$ cat config.mk
export PLATFORM = sky130hd
export DESIGN_NAME = dram_cycle_classifier
export DESIGN_NICKNAME = d
export VERILOG_FILES = /design/src/rtl/dcc_pkg.sv /design/src/rtl/strobe_sampler.sv /design/src/rtl/ras_width_check.sv /design/src/rtl/cycle_decoder.sv /design/src/rtl/dram_cycle_classifier.sv
export SDC_FILE = /design/constraint.sdc
export NUM_CORES = 1
export LEC_CHECK = 0
export ABC_CLOCK_PERIOD_IN_PS = 2400
export BUFFER_PORTS_ARGS = -buffer_cell sky130_fd_sc_hd__buf_4
export CAP_MARGIN = 5
export CORE_UTILIZATION = 50
export CTS_CLUSTER_SIZE = 14
export DETAILED_ROUTE_END_ITERATION = 7
export GPL_ROUTABILITY_DRIVEN = 0
export GPL_TIMING_DRIVEN = 0
export PLACE_DENSITY = 0.8
export RECOVER_POWER = 100
export SLEW_MARGIN = 20
export SYNTH_ARGS = -nofsm -noshare
export SYNTH_HDL_FRONTEND = slang
export SYNTH_SLANG_ARGS = --single-unit
export TNS_END_PERCENT = 20
$ cat constraint.sdc
create_clock -name clk -period 2.4 [get_ports clk]
set_input_delay 0.24 -clock clk [delete_from_list [all_inputs] [get_ports clk]]
set_output_delay 0.24 -clock clk [all_outputs]
set_load 0.005 [all_outputs]
$ cat src/rtl/dcc_pkg.sv
package dcc_pkg;

    typedef enum logic [3:0] {
        CLS_NONE     = 4'd0,
        CLS_READ     = 4'd1,
        CLS_EARLY_WR = 4'd2,
        CLS_LATE_WR  = 4'd3,
        CLS_RMW      = 4'd4,
        CLS_PAGE     = 4'd5,
        CLS_ROW_ONLY = 4'd6,
        CLS_CBR      = 4'd7,
        CLS_HIDDEN   = 4'd8,
        CLS_TEST     = 4'd9
    } cls_e;

    typedef struct packed {
        logic ras_n;
        logic cas_n;
        logic we_n;
        logic oe_n;
    } strb_t;

    typedef struct packed {
        logic ras_fall;
        logic ras_rise;
        logic cas_fall;
        logic cas_rise;
        logic we_fall;
        logic cas_was_low;
    } edge_t;

endpackage

$ cat src/rtl/strobe_sampler.sv
module strobe_sampler
    import dcc_pkg::*;
#(
    parameter int unsigned STAGES = 2,
    parameter int unsigned AW     = 13
) (
    input  logic          clk,
    input  logic          rst_n,
    input  strb_t         raw,
    input  logic [AW-1:0] addr_raw,
    output strb_t         cur,
    output logic [AW-1:0] addr_cur,
    output edge_t         edges
);

    localparam int unsigned DEPTH = STAGES + 1;
    localparam strb_t       IDLE  = strb_t'(4'hF);

    typedef struct packed {
        strb_t [DEPTH-1:0]           ctl;
        logic  [STAGES-1:0][AW-1:0]  adr;
    } pipe_t;

    pipe_t pipe_d, pipe_q;
    strb_t prev;

    always_comb begin
        pipe_d        = pipe_q;
        pipe_d.ctl[0] = raw;
        pipe_d.adr[0] = addr_raw;
        for (int i = 1; i < int'(DEPTH); i++) begin
            pipe_d.ctl[i] = pipe_q.ctl[i-1];
        end
        for (int i = 1; i < int'(STAGES); i++) begin
            pipe_d.adr[i] = pipe_q.adr[i-1];
        end
    end

    always_ff @(posedge clk or negedge rst_n) begin
        if (!rst_n) begin
            pipe_q.ctl <= {DEPTH{IDLE}};
            pipe_q.adr <= '0;
        end else begin
            pipe_q <= pipe_d;
        end
    end

    assign cur      = pipe_q.ctl[STAGES-1];
    assign prev     = pipe_q.ctl[STAGES];
    assign addr_cur = pipe_q.adr[STAGES-1];

    always_comb begin
        edges.ras_fall    =  prev.ras_n & ~cur.ras_n;
        edges.ras_rise    = ~prev.ras_n &  cur.ras_n;
        edges.cas_fall    =  prev.cas_n & ~cur.cas_n;
        edges.cas_rise    = ~prev.cas_n &  cur.cas_n;
        edges.we_fall     =  prev.we_n  & ~cur.we_n;
        edges.cas_was_low = ~prev.cas_n;
    end

endmodule

$ cat src/rtl/ras_width_check.sv
module ras_width_check #(
    parameter int unsigned MIN_LOW  = 4,
    parameter int unsigned MIN_HIGH = 3
) (
    input  logic clk,
    input  logic rst_n,
    input  logic ras_fall,
    input  logic ras_rise,
    output logic err_low,
    output logic err_pre
);

    localparam int unsigned CMAX = (MIN_LOW > MIN_HIGH) ? MIN_LOW : MIN_HIGH;
    localparam int unsigned CW   = $clog2(CMAX + 1);
    localparam logic [CW-1:0] LIM_LOW  = CW'(MIN_LOW);
    localparam logic [CW-1:0] LIM_HIGH = CW'(MIN_HIGH);
    localparam logic [CW-1:0] SAT      = CW'(CMAX);

    typedef struct packed {
        logic [CW-1:0] cnt;
        logic          e_low;
        logic          e_pre;
    } wc_t;

    wc_t w_d, w_q;

    always_comb begin
        w_d       = w_q;
        w_d.e_low = ras_rise && (w_q.cnt < LIM_LOW);
        w_d.e_pre = ras_fall && (w_q.cnt < LIM_HIGH);
        if (ras_rise || ras_fall) begin
            w_d.cnt = CW'(1);
        end else if (w_q.cnt != SAT) begin
            w_d.cnt = w_q.cnt + CW'(1);
        end
    end

    always_ff @(posedge clk or negedge rst_n) begin
        if (!rst_n) begin
            w_q.cnt   <= SAT;
            w_q.e_low <= 1'b0;
            w_q.e_pre <= 1'b0;
        end else begin
            w_q <= w_d;
        end
    end

    assign err_low = w_q.e_low;
    assign err_pre = w_q.e_pre;

    p_low_err_cause_r10: assert property (@(posedge clk) disable iff (!rst_n)
        err_low |-> $past(ras_rise));

    p_pre_err_cause_r11: assert property (@(posedge clk) disable iff (!rst_n)
        err_pre |-> $past(ras_fall));

    p_err_exclusive_r11: assert property (@(posedge clk) disable iff (!rst_n)
        !(err_low && err_pre));

endmodule

$ cat src/rtl/cycle_decoder.sv
module cycle_decoder
    import dcc_pkg::*;
#(
    parameter int unsigned AW = 13
) (
    input  logic          clk,
    input  logic          rst_n,
    input  strb_t         cur,
    input  logic [AW-1:0] addr_cur,
    input  edge_t         edges,
    output logic          valid,
    output cls_e          code,
    output logic [AW-1:0] row,
    output logic [AW-1:0] col
);

    typedef struct packed {
        logic          valid;
        cls_e          code;
        logic [AW-1:0] row;
        logic [AW-1:0] col;
        logic          acc_open;
        logic          first;
        logic          col_seen;
        logic          we_early;
        logic          we_late;
        logic          rmw;
        logic          oe_seen;
        logic          hold;
        logic          refresh;
    } dec_t;

    dec_t s_d, s_q;

    always_comb begin
        s_d       = s_q;
        s_d.valid = 1'b0;
        s_d.code  = CLS_NONE;

        // track write-enable and output-enable while a column access is open
        if (s_q.acc_open && !cur.cas_n) begin
            if (!cur.oe_n) begin
                s_d.oe_seen = 1'b1;
            end
            if (edges.we_fall && !s_q.we_early && !s_q.we_late) begin
                s_d.we_late = 1'b1;
                s_d.rmw     = s_q.oe_seen;
            end
        end

        // close an open access on either strobe rising
        if (s_q.acc_open && (edges.cas_rise || edges.ras_rise)) begin
            s_d.valid    = 1'b1;
            s_d.acc_open = 1'b0;
            if (!s_q.first)         s_d.code = CLS_PAGE;
            else if (s_q.we_early)  s_d.code = CLS_EARLY_WR;
            else if (s_q.we_late)   s_d.code = s_q.rmw ? CLS_RMW : CLS_LATE_WR;
            else                    s_d.code = CLS_READ;
            if (edges.ras_rise && !cur.cas_n) begin
                s_d.hold = 1'b1;
            end
        end

        if (edges.ras_rise) begin
            if (!s_q.col_seen && !s_q.refresh) begin
                s_d.valid = 1'b1;
                s_d.code  = CLS_ROW_ONLY;
            end
            s_d.refresh = 1'b0;
        end

        if (edges.cas_rise) begin
            s_d.hold = 1'b0;
        end

        if (edges.ras_fall) begin
            if (edges.cas_was_low) begin
                s_d.valid   = 1'b1;
                s_d.refresh = 1'b1;
                if (s_q.hold)        s_d.code = CLS_HIDDEN;
                else if (!cur.we_n)  s_d.code = CLS_TEST;
                else                 s_d.code = CLS_CBR;
                s_d.hold = 1'b0;
            end else begin
                s_d.row      = addr_cur;
                s_d.col_seen = 1'b0;
                s_d.refresh  = 1'b0;
            end
        end

        if (edges.cas_fall && !cur.ras_n && !s_q.refresh) begin
            s_d.col      = addr_cur;
            s_d.acc_open = 1'b1;
            s_d.first    = edges.ras_fall || !s_q.col_seen;
            s_d.col_seen = 1'b1;
            s_d.we_early = !cur.we_n;
            s_d.we_late  = 1'b0;
            s_d.rmw      = 1'b0;
            s_d.oe_seen  = !cur.oe_n;
        end
    end

    always_ff @(posedge clk or negedge rst_n) begin
        if (!rst_n) begin
            s_q <= '{valid: 1'b0, code: CLS_NONE, row: '0, col: '0,
                     acc_open: 1'b0, first: 1'b0, col_seen: 1'b0,
                     we_early: 1'b0, we_late: 1'b0, rmw: 1'b0,
                     oe_seen: 1'b0, hold: 1'b0, refresh: 1'b0};
        end else begin
            s_q <= s_d;
        end
    end

    assign valid = s_q.valid;
    assign code  = s_q.code;
    assign row   = s_q.row;
    assign col   = s_q.col;

    p_code_when_valid_r9: assert property (@(posedge clk) disable iff (!rst_n)
        valid |-> (code != CLS_NONE));

    p_row_only_on_fall_r5: assert property (@(posedge clk) disable iff (!rst_n)
        !edges.ras_fall |=> $stable(row));

    p_refresh_keeps_col_r7: assert property (@(posedge clk) disable iff (!rst_n)
        (valid && (code == CLS_CBR || code == CLS_TEST || code == CLS_HIDDEN))
            |-> $stable(col));

    p_hidden_cas_low_r8: assert property (@(posedge clk) disable iff (!rst_n)
        (valid && code == CLS_HIDDEN) |-> $past(edges.cas_was_low && edges.ras_fall));

endmodule

$ cat src/rtl/dram_cycle_classifier.sv
module dram_cycle_classifier
    import dcc_pkg::*;
#(
    parameter int unsigned ADDR_W       = 13,
    parameter int unsigned SYNC_STAGES  = 2,
    parameter int unsigned MIN_RAS_LOW  = 4,
    parameter int unsigned MIN_RAS_HIGH = 3
) (
    input  logic              clk,
    input  logic              rst_n,
    input  logic              ras_n,
    input  logic              cas_n,
    input  logic              we_n,
    input  logic              oe_n,
    input  logic [ADDR_W-1:0] addr,
    output logic              cls_valid,
    output logic [3:0]        cls_code,
    output logic [ADDR_W-1:0] row_addr,
    output logic [ADDR_W-1:0] col_addr,
    output logic              err_ras_short,
    output logic              err_pre_short
);

    strb_t             raw_s, cur_s;
    logic [ADDR_W-1:0] addr_s;
    edge_t             edg;
    cls_e              code_e;

    assign raw_s = '{ras_n: ras_n, cas_n: cas_n, we_n: we_n, oe_n: oe_n};

    strobe_sampler #(.STAGES(SYNC_STAGES), .AW(ADDR_W)) u_smp (
        .clk      (clk),
        .rst_n    (rst_n),
        .raw      (raw_s),
        .addr_raw (addr),
        .cur      (cur_s),
        .addr_cur (addr_s),
        .edges    (edg)
    );

    cycle_decoder #(.AW(ADDR_W)) u_dec (
        .clk      (clk),
        .rst_n    (rst_n),
        .cur      (cur_s),
        .addr_cur (addr_s),
        .edges    (edg),
        .valid    (cls_valid),
        .code     (code_e),
        .row      (row_addr),
        .col      (col_addr)
    );

    ras_width_check #(.MIN_LOW(MIN_RAS_LOW), .MIN_HIGH(MIN_RAS_HIGH)) u_wid (
        .clk      (clk),
        .rst_n    (rst_n),
        .ras_fall (edg.ras_fall),
        .ras_rise (edg.ras_rise),
        .err_low  (err_ras_short),
        .err_pre  (err_pre_short)
    );

    assign cls_code = code_e;

endmodule

Yosys cells after proc, flatten, opt, wreduce, memory -nomap -nowiden. Cells that the tools add are included.

$add $sub $neg: 1. Magnitude comparators: 2. Eq/ne operators: 2. Muxes and demuxes: 28. Bitwise logic cells: 10. Reductions and logical operators: 32.

Operator list (count): 2-to-1 mux 4 bit (5); 2-to-1 mux 5 bit (4); 2-to-1 mux 18 bit (1); nonzero test 2 bit (7); 2-to-1 mux 13 bit (1); 2-to-1 mux 3 bit (4); logical AND 1 bit (10); 2-to-1 mux 1 bit (10); logical NOT 1 bit (8); AND reduction 2 bit (4); 2-to-1 mux 7 bit (1); AND 1 bit (5); inverter 1 bit (5); 2-to-1 mux 2 bit (2); adder 3 x 1 -> 3 bit (second input constant) (1); logical OR 1 bit (3); < comparator 3 x 2 -> 1 bit (second input constant) (1); < comparator 3 bit (second input constant) (1); != test 3 bit (second input constant) (1); != test 2 x 1 -> 1 bit (second input constant) (1).

Register bits after elaboration: 82. Bits of input ports: 19. Output and inout bits: 33. Word-level logic and storage cells: 104.

Depth between registers and ports, before layout.
Depth in word-level cells: 9. Gate-level depth with buffers: 6.

Cells and area by module. A second synthesis with hierarchy kept.

Cell total of the unflattened synthesis: 252. Area, all modules: 3156.8 um2.

By module, submodules not included: cycle_decoder (times used 1, cells an instance 171, area each 1805.5 um2, sequential area each 1001.0 um2); strobe_sampler (times used 1, cells an instance 60, area each 1107.3 um2, sequential area each 939.7 um2); ras_width_check (times used 1, cells an instance 21, area each 244.0 um2, sequential area each 126.4 um2).

Least setup slack after synthesis. OpenSTA, ideal clock, no wires.

Path kind: flip-flop to flip-flop. From: register u_smp.pipe_q, in the netlist u_smp.cur[3]. To: register u_dec.s_q, in the netlist u_dec.row[10]. Library setup time: 0.125 ns. Arrival time: 1.527 ns. Data required time: 2.275 ns. Setup slack: 0.748 ns. Stages on the path, launching flop included: 6. Period minus slack after synthesis: 1.652 ns. Cells stage by stage: dfstp_2 -> inv_1 -> ha_1 -> nand2_1 -> buf_2 -> mux2_2.

Word-level cells in the longest chain between the ends: 3.

RTL lines: start: declaration (line strobe_sampler.sv:24) `pipe_t pipe_d, pipe_q;`; start signal: assignment (line strobe_sampler.sv:44) `pipe_q <= pipe_d;`; inverter 1 bit (line strobe_sampler.sv:53) `edges.ras_fall = prev.ras_n & ~cur.ras_n;`; AND 1 bit (line strobe_sampler.sv:53); AND reduction 2 bit (no source line); end signal: assignment (line cycle_decoder.sv:105) `s_q <= '{valid: 1'b0, code: CLS_NONE, row: '0, col: '0,`; end: declaration (line cycle_decoder.sv:33) `dec_t s_d, s_q;`.

Every way passes these cells. A chain may end at the register's enable or synchronous reset.

Final worst setup path.
From: register u_smp.pipe_q, in the netlist u_smp.cur[3]. To: register u_dec.s_q, in the netlist u_dec.row[6].

The elaborated chain is that of the path after synthesis.

==> impl_results.md <==
* Status: complete, but fails checks
* Violated checks: capacitance limit, slew limit
* Drc violations at 0
* Post-route setup TNS at 0 ns
* Total congestion overflow at 0
* Combinational group share of total power at between 10% and 20%
* Asr flop ratio synth at 100%
* Avg Inst Size Synth at ~14 sq um
* Fill cell count at ~430
* Via density at 4.75
* Die W at 79.3 microns
* Clock Root Buffer: clkbuf_8
* Seq/Total Area, Yosys at 69.2%
* Area contributors post-synth: dfrtp_1 59%, dfstp_2 11%, mux2_2 9.8%
* Worst hold margin at 0.348 ns
* Slowest cell on crit path: dfstp_1
* Ant diodes at 0
* Worst min path class: reg -> reg
* Post-CTS resize count at 0
* CTS tree: built
* Max Root-Sink Buffers at 2
* Setup Buffers After CTS at 0
* Area Overhead vs Synth at 28.5%
* R2r setup slk at 0.41 ns
* Fin. max-slew vios at slightly above 80
* Max-slew headroom at -25.7%
* H-tree levels at 3
* Clock share of power at between 30% and 40%
* Vias in the first global route at 1889
* Min-delay src: u_smp.pipe_d[25]
* Die Ht at approximately 79 microns
* Unrepaired setup endpoints after global routing: false
* Io pins at between 50 and 60
* CP max FO at 10
* CP endpoint kind: register
* Rows at 27
* FMAX at 503 MHz
* Final Worst Setup Slack at 0.414 ns
* Hold buffers post-CTS at 17
* Synthesized area at between 2000 and 3000 sq um
* Antenna Nets Post-Route at 0
* Die area at about 6300 sq um
* Antenna violations before repair at 0
* R2R Path End: u_dec.row[6]
* Layout Utilization at 68.0%
* IO Port Bufs at between 50 and 60
* Largest net degree at the start of global routing at 83
* Cell Chain, Critical Path: inv_1 -> ha_1 -> nand2_1 -> clkbuf_2 -> mux2_2
* Post-Synthesis Cells at between 200 and 250
* Max-Cap Viols at 1
* R2R cell count at 5
* Minimum clock period at slightly below 2 ns
* Setup WS pre-CTS at slightly below 0.5 ns
* Startpoint Class: register
* Area leader, netlist: dfrtp_1
* Starting Density at about 53%
* Core Area at 5640 sq um
* Final setup fails at 0
* Number of buffers created by CTS at 9
* Layout cell share with drive strength beyond 1 at 45.2%
* GR Util met3 at under 10%
* Area share of the largest cell type after synthesis at between 50% and 60%
* Syn_nets at about 230
* Crit-path max cell delay at 0.63 ns
* Clk Latency, worst-skew pair at around 0.34 ns
* Distinct cells, synth at 29
* DR iter-0 viols at 67
* Met2 usage in global routing at between 30 and 40%
* Power Dens Cells at between 800 and 900 nW/um^2
* Max VDD drop at about 0.51 mV
* Post-synth EDFFs at 0
* Final Skew at just under 0.007 ns
* Final Cycle Share at roughly 83%
* P_leak at 0.00182 uW
* Hold Path Stages at 0
* Drt first pass iters at 5
* Psw at ~740 uW
* Endpoints failing hold at 0
* Grt peak-use layer: met2
* Predominant post-synthesis flop cell: dfrtp_1
* Layout Nets at 308
* Num Clock Sinks at approximately 80
* Wire per inst at 13.1 microns
* Register clock-pin slew on the reported worst setup and hold paths at around 0.07 ns
* Dpl cells at between 300 and 400
* Total GRT Usage at between 10% and 20%
* Internal at 2540 uW
* First-pass GRT wire length at around 8200 microns
* Met1 usage at 20.7%
* WL final at roughly 4700 microns
* Via count at approximately 1.7k
* Net Sw Frac at a little under a quarter
* Hold path endpoint: u_smp.addr_cur[12]
* Worst r2r src: u_smp.cur[3]
* FF+latch count, synth at between 80 and 90
* Syn. warnings at 0
* Finished Layout Cells at approximately 360
* Critical path type: reg -> reg
* Seq pwr share at approximately half
* HPWL after DPL at 3070 microns
* Critical Path RT at about 2.6 ns
* Worst Tran Pin Value at around 1.9 ns
* Crit path DAT at 2.21 ns
## how the worst max path moves through the flow
stage                            start             to  slack (ns)  cells past startpoint
after floorplan           u_smp.cur[3]  u_dec.row[10]        0.75                      5
after global placement    u_smp.cur[3]   u_dec.row[8]        0.54                      5
after detailed placement  u_smp.cur[3]   u_dec.row[9]        0.49                      5
after CTS                 u_smp.cur[3]   u_dec.row[9]        0.47                      5
after global routing      u_smp.cur[3]   u_dec.row[9]        0.27                      5
final                     u_smp.cur[3]   u_dec.row[6]        0.41                      5
## registers in the layout, summed over array words and instances (netlist names), 4 cells and up
signal	count
u_dec.code	4
u_dec.s_q	9
u_dec.row	13
u_smp.cur	4
u_smp.addr_cur	13
u_smp.pipe_d	17
u_dec.col	13
## cells in the final DEF, fill, tap and decap left out
cell type	instances
a211oi_1	2
a21boi_0	1
a21o_1	2
a21oi_1	9
a31oi_1	2
and2b_1	1
buf_4	30
buf_6	1
bufinv_16	1
clkbuf_1	4
clkbuf_2	2
clkbuf_4	49
clkbuf_8	13
dfrtp_1	70
dfstp_1	4
dfstp_2	8
dlygate4sd3_1	17
ha_1	4
inv_1	12
mux2_2	26
mux2i_1	1
nand2_1	8
nand2b_1	1
nand3_1	1
nand4_1	1
nor2_1	7
nor2b_1	3
nor4_4	1
o21ai_0	4
o22ai_1	2
o31ai_1	1
or3_1	1
xnor2_1	1
## cell families after synthesis
kind of cell | count (synthesis) | share of synthesized area, %
AOI/OAI and AO/OA | 23 | 4.53
xor gates and xnor gates | 1 | 0.293
adders and majority gates | 4 | 1.68
buffers and inverters | 45 | 9.85
DFF | 82 | 69.2
muxes | 27 | 10.1
and+or+nand+nor | 24 | 4.28
## critical path: cells and delay by family, from the launching register on
family | cells | cell delay (ns)
buf+inv | 2 | 0.41
fa+ha+maj | 1 | 0.23
mux | 1 | 0.38
flops | 1 | 0.63
simple gates | 1 | 0.21
## power by group through the flow
stage / logic (uW) / registers [uW] / clock network (uW)
after global placement: 563 / 1690 / 0
after global routing: 654 / 1690 / 1120
final: 587 / 1670 / 1030
after floorplan: 338 / 1670 / 0
after CTS: 609 / 1680 / 1060
after detailed placement: 583 / 1700 / 0
## final cells by class
type                            instances  area [sq um]  area share (%)
Sequential cell                        82          2070            53.9
Multi-Input combinational cell         79           624            16.3
Timing Repair Buffer                   68           547            14.3
Buffer                                 33           245            6.39
Clock buffer                           15           186            4.86
Tap cell                               72          90.1            2.35
Inverter                               12          45.0            1.17
Clock inverter                          1          30.0           0.783
## synthesized netlist by cell type, drive strengths merged, types with 2 or more instances
cell type and number:
inv 12, nand2 8, ha 4, dfrtp 70, a21o 2, dfstp 12, o22ai 2, buf 33
a211oi 2, nor2 7, a31oi 2, a21oi 9, o21ai 4, mux2 26, nor2b 3
## through the flow
step,area [sq um],total power [uW]
detailed placement,3460,2280
CTS,3840,3350
finish,3830,3290
floorplan,2990,2010
global route,3830,3460
global placement,3460,2250
## metal layers
layer	wire length (microns)	share of wire [%]	vias up
met1	1940	41	847
met3	193	4.1	16
met4	172	3.6	0
met2	2430	51	48
li1	-	-	807
met5	0	0	-
Power figures use the tool's default switching activity.
